## src/rtl/hash_regs_pkg.sv

```systemverilog
package hash_regs_pkg;

  // byte offsets the block decodes
  localparam int OFF_STATUS = 'h1C;
  localparam int OFF_SRC    = 'h20;
  localparam int OFF_DST    = 'h24;
  localparam int OFF_LEN    = 'h2C;
  localparam int OFF_CMD    = 'h30;

  // status bit positions
  localparam int ST_BAD   = 0;
  localparam int ST_UNSUP = 1;
  localparam int ST_DROP  = 2;
  localparam int ST_DONE  = 9;
  localparam int ST_BUSY  = 31;

  // command bit positions
  localparam int CMD_IRQ_EN = 9;
  localparam int CMD_SG     = 18;

  typedef struct packed {
    logic loadCmd;
    logic startOp;
    logic flagBad;
    logic flagUnsup;
    logic flagDrop;
    logic opDone;
  } ctrlStrobes_t;

  typedef struct packed {
    logic       ok;
    logic [2:0] id;
  } algoSel_t;

  function automatic algoSel_t decodeAlgo(input logic [2:0] prim, input logic [2:0] fam);
    algoSel_t s;
    s = '{ok: 1'b0, id: 3'd0};
    if (prim == 3'b011) begin
      if (fam[2] == 1'b0) s = '{ok: 1'b1, id: {1'b1, fam[1:0]}};
    end else if (fam == 3'b000) begin
      case (prim)
        3'b000: s = '{ok: 1'b1, id: 3'd0};
        3'b010: s = '{ok: 1'b1, id: 3'd1};
        3'b100: s = '{ok: 1'b1, id: 3'd2};
        3'b101: s = '{ok: 1'b1, id: 3'd3};
        default: s = '{ok: 1'b0, id: 3'd0};
      endcase
    end
    return s;
  endfunction

endpackage

```

## src/rtl/hash_regs_ctrl.sv

```systemverilog
module hash_regs_ctrl
  import hash_regs_pkg::*;
#(
  parameter int ADDR_W = 12
) (
  input  logic              clk,
  input  logic              rstN,
  input  logic              busValid,
  input  logic              busWrite,
  input  logic [ADDR_W-1:0] busAddr,
  input  logic [2:0]        algoPrim,
  input  logic [2:0]        algoFam,
  input  logic [3:0]        modeBits,
  input  logic              engDone,
  output ctrlStrobes_t      strobes,
  output logic              busy,
  output logic              engStart,
  output logic [2:0]        engAlgo
);

  logic     cmdWr;
  logic     unsupMode;
  algoSel_t sel;

  assign cmdWr     = busValid && busWrite && (busAddr == ADDR_W'(OFF_CMD));
  assign unsupMode = |modeBits;
  assign sel       = decodeAlgo(algoPrim, algoFam);

  always_comb begin
    strobes           = '0;
    strobes.loadCmd   = cmdWr && !busy;
    strobes.flagDrop  = cmdWr && busy;
    strobes.flagUnsup = strobes.loadCmd && unsupMode;
    strobes.flagBad   = strobes.loadCmd && !unsupMode && !sel.ok;
    strobes.startOp   = strobes.loadCmd && !unsupMode && sel.ok;
    strobes.opDone    = engDone && busy;
  end

  always_ff @(posedge clk or negedge rstN) begin
    if (!rstN) begin
      busy     <= 1'b0;
      engStart <= 1'b0;
      engAlgo  <= 3'd0;
    end else begin
      engStart <= strobes.startOp;
      if (strobes.startOp) begin
        busy    <= 1'b1;
        engAlgo <= sel.id;
      end else if (strobes.opDone) begin
        busy <= 1'b0;
      end
    end
  end

  AST_START_PULSE: assert property (@(posedge clk) disable iff (!rstN)
    engStart |=> !engStart);
  AST_DROP_NO_START: assert property (@(posedge clk) disable iff (!rstN)
    (cmdWr && busy) |=> !engStart);
  AST_DONE_IDLES: assert property (@(posedge clk) disable iff (!rstN)
    (engDone && busy) |=> !busy);
  AST_START_MARKS_BUSY: assert property (@(posedge clk) disable iff (!rstN)
    engStart |-> busy);

endmodule

```

## src/rtl/hash_regs_dp.sv

```systemverilog
module hash_regs_dp
  import hash_regs_pkg::*;
#(
  parameter int          ADDR_W   = 12,
  parameter logic [31:0] SRC_MASK = 32'h7FFF_FFFF,
  parameter logic [31:0] DST_MASK = 32'h7FFF_FFF8,
  parameter logic [31:0] CMD_MASK = 32'h0014_7FFF
) (
  input  logic              clk,
  input  logic              rstN,
  input  logic              busValid,
  input  logic              busWrite,
  input  logic [ADDR_W-1:0] busAddr,
  input  logic [31:0]       busWdata,
  input  ctrlStrobes_t      strobes,
  input  logic              busy,
  output logic [31:0]       busRdata,
  output logic [31:0]       srcQ,
  output logic [31:0]       dstQ,
  output logic [31:0]       lenQ,
  output logic [31:0]       cmdQ,
  output logic              irq
);

  localparam int NUM_FLAGS = 4;
  localparam int FLAG_POS [NUM_FLAGS] = '{ST_BAD, ST_UNSUP, ST_DROP, ST_DONE};
  localparam int DONE_IDX = NUM_FLAGS - 1;

  logic                 wr;
  logic                 stWr;
  logic [NUM_FLAGS-1:0] flagSet;
  logic [NUM_FLAGS-1:0] flagQ;
  logic [31:0]          statusVal;

  assign wr      = busValid && busWrite;
  assign stWr    = wr && (busAddr == ADDR_W'(OFF_STATUS));
  assign flagSet = {strobes.opDone, strobes.flagDrop, strobes.flagUnsup, strobes.flagBad};

  always_ff @(posedge clk or negedge rstN) begin
    if (!rstN) begin
      srcQ <= '0;
      dstQ <= '0;
      lenQ <= '0;
      cmdQ <= '0;
    end else begin
      if (wr && busAddr == ADDR_W'(OFF_SRC)) srcQ <= busWdata & SRC_MASK;
      if (wr && busAddr == ADDR_W'(OFF_DST)) dstQ <= busWdata & DST_MASK;
      if (wr && busAddr == ADDR_W'(OFF_LEN)) lenQ <= busWdata;
      if (strobes.loadCmd)                   cmdQ <= busWdata & CMD_MASK;
    end
  end

  // sticky flags: a set from the control side wins over a clear from software
  for (genvar g = 0; g < NUM_FLAGS; g++) begin : gFlag
    always_ff @(posedge clk or negedge rstN) begin
      if (!rstN)                               flagQ[g] <= 1'b0;
      else if (flagSet[g])                     flagQ[g] <= 1'b1;
      else if (stWr && busWdata[FLAG_POS[g]])  flagQ[g] <= 1'b0;
    end
  end

  always_ff @(posedge clk or negedge rstN) begin
    if (!rstN)                                             irq <= 1'b0;
    else if (strobes.opDone && cmdQ[CMD_IRQ_EN])           irq <= 1'b1;
    else if (stWr && busWdata[ST_DONE] && flagQ[DONE_IDX]) irq <= 1'b0;
  end

  always_comb begin
    statusVal = '0;
    for (int k = 0; k < NUM_FLAGS; k++) statusVal[FLAG_POS[k]] = flagQ[k];
    statusVal[ST_BUSY] = busy;
  end

  always_comb begin
    busRdata = '0;
    if (busValid && !busWrite) begin
      case (int'(busAddr))
        OFF_STATUS: busRdata = statusVal;
        OFF_SRC:    busRdata = srcQ;
        OFF_DST:    busRdata = dstQ;
        OFF_LEN:    busRdata = lenQ;
        OFF_CMD:    busRdata = cmdQ;
        default:    busRdata = '0;
      endcase
    end
  end

  AST_DONE_SETS_FLAG: assert property (@(posedge clk) disable iff (!rstN)
    strobes.opDone |=> flagQ[DONE_IDX]);
  AST_IRQ_NEEDS_EN: assert property (@(posedge clk) disable iff (!rstN)
    $rose(irq) |-> cmdQ[CMD_IRQ_EN]);
  AST_W1C_CLEARS: assert property (@(posedge clk) disable iff (!rstN)
    (stWr && busWdata[ST_DONE] && !strobes.opDone) |=> (!flagQ[DONE_IDX] && !irq));
  AST_CMD_FROZEN: assert property (@(posedge clk) disable iff (!rstN)
    busy |=> $stable(cmdQ));

endmodule

```

## src/rtl/hash_cmd_regs.sv

```systemverilog
module hash_cmd_regs
  import hash_regs_pkg::*;
#(
  parameter int          ADDR_W   = 12,
  parameter logic [31:0] SRC_MASK = 32'h7FFF_FFFF,
  parameter logic [31:0] DST_MASK = 32'h7FFF_FFF8,
  parameter logic [31:0] CMD_MASK = 32'h0014_7FFF
) (
  input  logic              clk,
  input  logic              rstN,
  input  logic              busValid,
  input  logic              busWrite,
  input  logic [ADDR_W-1:0] busAddr,
  input  logic [31:0]       busWdata,
  output logic              busReady,
  output logic [31:0]       busRdata,
  output logic              engStart,
  output logic [2:0]        engAlgo,
  output logic              engSgMode,
  output logic [31:0]       engSrcAddr,
  output logic [31:0]       engDstAddr,
  output logic [31:0]       engSrcLen,
  input  logic              engDone,
  output logic              irq
);

  ctrlStrobes_t strobes;
  logic         busy;
  logic [31:0]  cmdQ;

  assign busReady = 1'b1;

  hash_regs_ctrl #(.ADDR_W(ADDR_W)) uCtrl (
    .clk      (clk),
    .rstN     (rstN),
    .busValid (busValid),
    .busWrite (busWrite),
    .busAddr  (busAddr),
    .algoPrim (busWdata[6:4]),
    .algoFam  (busWdata[12:10]),
    .modeBits ({busWdata[8:7], busWdata[1:0]}),
    .engDone  (engDone),
    .strobes  (strobes),
    .busy     (busy),
    .engStart (engStart),
    .engAlgo  (engAlgo)
  );

  hash_regs_dp #(
    .ADDR_W   (ADDR_W),
    .SRC_MASK (SRC_MASK),
    .DST_MASK (DST_MASK),
    .CMD_MASK (CMD_MASK)
  ) uDp (
    .clk      (clk),
    .rstN     (rstN),
    .busValid (busValid),
    .busWrite (busWrite),
    .busAddr  (busAddr),
    .busWdata (busWdata),
    .strobes  (strobes),
    .busy     (busy),
    .busRdata (busRdata),
    .srcQ     (engSrcAddr),
    .dstQ     (engDstAddr),
    .lenQ     (engSrcLen),
    .cmdQ     (cmdQ),
    .irq      (irq)
  );

  assign engSgMode = cmdQ[CMD_SG];

endmodule

```

## config.mk

```make
export PLATFORM = sky130hd
export DESIGN_NAME = hash_cmd_regs
export DESIGN_NICKNAME = d
export VERILOG_FILES = /design/src/rtl/hash_regs_pkg.sv /design/src/rtl/hash_regs_ctrl.sv /design/src/rtl/hash_regs_dp.sv /design/src/rtl/hash_cmd_regs.sv
export SDC_FILE = /design/constraint.sdc
export NUM_CORES = 1
export LEC_CHECK = 0
export ABC_AREA = 1
export BUFFER_PORTS_ARGS = -buffer_cell sky130_fd_sc_hd__buf_2
export CORE_MARGIN = 10
export CORE_UTILIZATION = 43
export CTS_CLUSTER_DIAMETER = 120
export DETAILED_ROUTE_END_ITERATION = 7
export GPL_TIMING_DRIVEN = 0
export PLACE_DENSITY = 0.8
export SLEW_MARGIN = 40
export SYNTH_ARGS = -nofsm -noshare
export SYNTH_HDL_FRONTEND = slang
export SYNTH_SLANG_ARGS = --single-unit
export TNS_END_PERCENT = 20
```

## constraint.sdc

```tcl
create_clock -name clk -period 2.7 [get_ports clk]
set_clock_uncertainty 0.05 [all_clocks]
set_input_delay 0.81 -clock clk [delete_from_list [all_inputs] [get_ports clk]]
set_output_delay 0.81 -clock clk [all_outputs]
set_load 0.005 [all_outputs]
```

[Word-level counts from Yosys, hierarchy flattened]
Index checks and enable logic that the tools add are counted.
Operators by class
  add/subtract/negate cells: 0
  multipliers: 0
  div/mod/pow operators: 0
  order comparisons: 0
  eq/ne operators: 9
  shifts and indexed selects: 0
  multiplexer cells: 18
  bitwise gates (word level): 0
  reduce and logical (&&, ||, !) cells: 33
Operators with widths (number)
  32-bit case mux with 5 select lines: 1
  12-bit by 6-bit equality test with 1-bit output (second input constant): 4
  32-bit two-way mux: 1
  1-bit logical AND: 20
  4-bit case mux with 4 select lines: 1
  12-bit by 5-bit equality test with 1-bit output (second input constant): 1
  1-bit two-way mux: 12
  4-bit two-way mux: 3
  2-bit nonzero test: 6
  3-bit by 2-bit equality test with 1-bit output (second input constant): 2
  3-bit equality test (second input constant): 2
  3-bit logical NOT: 2
  1-bit logical NOT: 4
  4-bit OR reduction: 1
Storage, ports and cells
  register bits after elaboration: 118
  bits in latches: 0
  bits in writable memories: 0
  memory bits (read-only): 0
  bits of input ports: 49
  word-level logic and storage cells: 72
  memories: 0

[Longest topological paths before layout]
  depth after elaboration: 7
  mapped depth: 10
  mapped depth without buffers: 10

[Cells and area by module]
From an unflattened synthesis, not the netlist that was laid out.
Unflattened totals
  cells, all modules: 797
  area, all modules: 6075.8 um2
Modules (own cells, without submodules)
  hash_regs_dp: times used 1, cells an instance 731, area an instance 5677.9 um2, sequential area each 2827.7 um2
  hash_regs_ctrl: times used 1, cells an instance 64, area an instance 386.6 um2, sequential area each 125.1 um2
  hash_cmd_regs: times used 1, cells an instance 2, area an instance 11.3 um2, sequential area each 0.0 um2

[Worst setup path before layout]
No wires, ideal clock.
  path kind: input to output
  start: input busAddr[11]
  end: output busRdata[3]
  data arrival time: 1.827 ns
  path slack: 0.013 ns
  cell stages on the path: 8
  buffers on the path: 1
  cell sequence: nor2_1 > nand2_1 > inv_2 > nand3_1 > nand3_2 > o21bai_4 > buf_6 > nor2_1
On the way
  word-level cells in the longest chain between the ends: 3
  elaborated cells between the ends (all ways): 7
  those cells by class: eq/ne: 5; mux: 2
RTL lines
  start, declared: RTL line hash_cmd_regs.sv:13  | input logic [ADDR_W-1:0] busAddr,
  12-bit by 6-bit equality test with 1-bit output or 12-bit by 5-bit equality test with 1-bit output (tied branches): RTL line hash_regs_dp.sv:77  | case (int'(busAddr))
  32-bit case mux with 5 select lines (*): RTL line hash_regs_dp.sv:77
  32-bit two-way mux (*): RTL line hash_regs_dp.sv:76  | if (busValid && !busWrite) begin
  end, declared: RTL line hash_cmd_regs.sv:16  | output logic [31:0] busRdata,
Every way passes the cells marked *; elsewhere a longest branch is shown, timed or not.

[Worst setup path in the final report]
  start: input busAddr[6]
  end: output busRdata[20]
Same word-level chain as after synthesis.

==> reports/metrics.csv <==
metric,value,unit
fraction of layout cells with a size suffix above 1,33.6,%
status,finished with violations,
die area,0.0188,mm²
Post-CTS Hold Fix Bufs,0,
crit-path cells,buf_8 > nor2_4 > nand3_4 > nor2_4 > buf_6 > nand2_2 > nand3_4 > o21bai_4 > buf_6 > nor2_2 > buf_2,
TritonCTS clock tree,yes,
Yosys reg bits,118,
P&R area growth vs syn,36.1,%
crit-path max FO,10,
vias in the first global route,5874,
CTS buffer count,17,
port bufs,177,
RR Endpoint,uDp.cmdQ[14],
"Seq/Total Area, Yosys",50.0,%
initial antenna violation count,0,
WS Path Type,in -> out,
Worst path slowest cell,buf_6,
"Power, Total",4080,µW
max cap viols,0,
Slew Limit Headroom,55.3,%
"reg-to-reg slack, setup",1090,ps
failing checks,negative setup slack,
"count leader, synth",nand2_1,
cell count after synthesis,749,
Fin. Hold Viols,0,
CP required,1840,ps
period utilization,111,%
Die H,137,µm
vias per cell,5.21,
fill count,1197,
worst setup margin,-309,ps
number of setup violations in the final report,32,
DR iter-0 viols,479,
crit path launch type,input port,
max frequency,332,MHz
most used flip-flop cell after synthesis,dfrtp_1,
first-pass GRT wire length,32600,µm
ys async rst share,100,%
Tot GR Track Use,22.6,%
Die X,137,µm
crit-path max cell delay,170,ps
leakage power,0.00425,µW
diode count,0,
post-layout min period,3010,ps
I/O pin count,184,
Initial Util,44.2,%
final core occ,60.2,%
clk slew on worst S/H paths,50,ps
Ys Warns,0,
top post-synthesis cells by area,"dfrtp_1 (50%), nand2_1 (14%), o21ai_1 (7.0%)",
Final #Nets,1016,
vias,6026,
reg2reg path depth,5,
Mean Syn Cell Area,7.88,µm²
gp weighted congestion,0.913,
pwr dens,508,mW/mm²
CTS H-Tree Depth,4,
total length of routed wires,21500,µm
peak supply drop,0.000342,V
arrival time worst endpoint,2150,ps
Yosys cell types,30,
r2r startpoint,uCtrl.busy,
DRC Markers,0,
Worst Setup End Kind,output pin,
Yosys top cell area share,50.0,%
core area,0.0133,mm²
CTS Sinks,118,
unrepaired setup endpoints after global routing,true,
leading area contributor after synthesis,dfrtp_1,
Detailed Routing Iterations Pass 1,5,
Final Max Tran Viols,0,
kind of cell adding the most delay to the critical path,simple AND/OR/NAND/NOR gates,
Worst Path Buf+Inv,4,
grt total ovfl,0,
most instantiated cells after synthesis,"nand2_1 (222), dfrtp_1 (118), nor2_1 (84)",
root buffer cell,clkbuf_16,
Final ANT Viol Nets,0,
row cnt,42,
drt wl/cell,18.6,µm
Mapped Area,0.00590,mm²
DP Wirelength,15300,µm
CTS Buffer Depth,2,
worst skew pair latency,410,ps
Slew @ Worst Pin,670,ps
number of synthesized flops with an enable pin,0,
largest net degree at the start of global routing,68,
hold crit path type,in -> async,
-- worst reg2reg max path, cell delays in order, from the launching register on --
cell and delay [ps]:
dfrtp_1 380, inv_1 200, nand4_2 280, clkbuf_1 350
nand2_1 130, o21ai_1 70
-- cells in the final DEF (no fill, tap or decap), types with 14 or more instances in the layout --
cell type    n
buf_6       15
buf_2      177
inv_1       64
o21ai_1     83
dfrtp_1    118
nor2_1      76
o21ai_0     17
o21ai_2     20
clkbuf_16   18
buf_4       24
nand2_1    217
nand4_1     14
nand3_1     35
-- per-layer routing --
layer | up-vias | wire [µm] | GRT usage, %
met5 | - | 0 | 0
met4 | 0 | 503 | 8.26
met3 | 46 | 1960 | 6.96
met2 | 277 | 10200 | 36.3
met1 | 2891 | 8770 | 28.2
li1 | 2812 | - | -
-- worst max-delay path by stage --
stage | start | end | slack [ps] | depth (start not counted)
after CTS | busAddr[6] | busRdata[18] | -280 | 11
final | busAddr[6] | busRdata[20] | -310 | 11
after global routing | busAddr[6] | busRdata[31] | -370 | 11
after detailed placement | busAddr[10] | busRdata[0] | -560 | 10
after global placement | rstN | uDp.dstQ[26] | -750 | 1
after floorplan | busAddr[11] | busRdata[3] | 10 | 8
-- repair_timing --
action,CTS,global route
pin swaps,7,4
cloned,0,1
setup buffers,10,6
endpoints found under the setup margin,32,32
resized for setup,35,27
-- registers in the layout, indices dropped and copies added, names as in the netlist --
| signal | cells |
|---|---|
| uDp.srcQ | 31 |
| uDp.lenQ | 32 |
| uCtrl.engAlgo | 3 |
| uDp.irq | 1 |
| uDp.dstQ | 28 |
| uCtrl.busy | 1 |
| uDp.flagQ | 4 |
| uDp.cmdQ | 17 |
| uCtrl.engStart | 1 |
-- cell families (layout without fill, tap and decap cells) --
| family | after synthesis | in the layout | share of synthesized area (%) |
|---|---|---|---|
| compound gates | 128 | 128 | 12.4 |
| buf+inv | 115 | 342 | 9.58 |
| flops | 118 | 118 | 50.0 |
| other cells | 2 | 6 | 0.127 |
| simple gates | 386 | 386 | 27.9 |
-- power breakdown --
group	internal, µW	switching [µW]
sequential	1780	4.45
clock	1340	758
combinational	66.7	137
-- per-stage QoR --
| stage | hold WS, ps | area, µm² | setup slack [ps] | TNS, ps | std cells |
|---|---|---|---|---|---|
| floorplan | 403 | 5920 | 13.5 | 0 | 753 |
| CTS | 266 | 7840 | -282 | -7760 | 1149 |
| global route | 275 | 8030 | -371 | -10560 | 1156 |
| detailed placement | 414 | 7060 | -557 | -15660 | 1107 |
| finish | 258 | 8030 | -309 | -8130 | 1156 |
| global placement | 403 | 7030 | -752 | -103370 | 1106 |
-- area by class of cell --
class / count / area (µm²) / area share, %
Inverter: 76 / 305 / 3.80
Buffer: 39 / 322 / 4.00
Clock inverter: 2 / 10.0 / 0.125
Clock buffer: 30 / 544 / 6.77
Multi-Input combinational cell: 520 / 2540 / 31.6
Sequential cell: 118 / 2950 / 36.8
Timing Repair Buffer: 195 / 1140 / 14.2
Tap cell: 176 / 220 / 2.74
No activity file was read; power rests on OpenSTA's default activity.
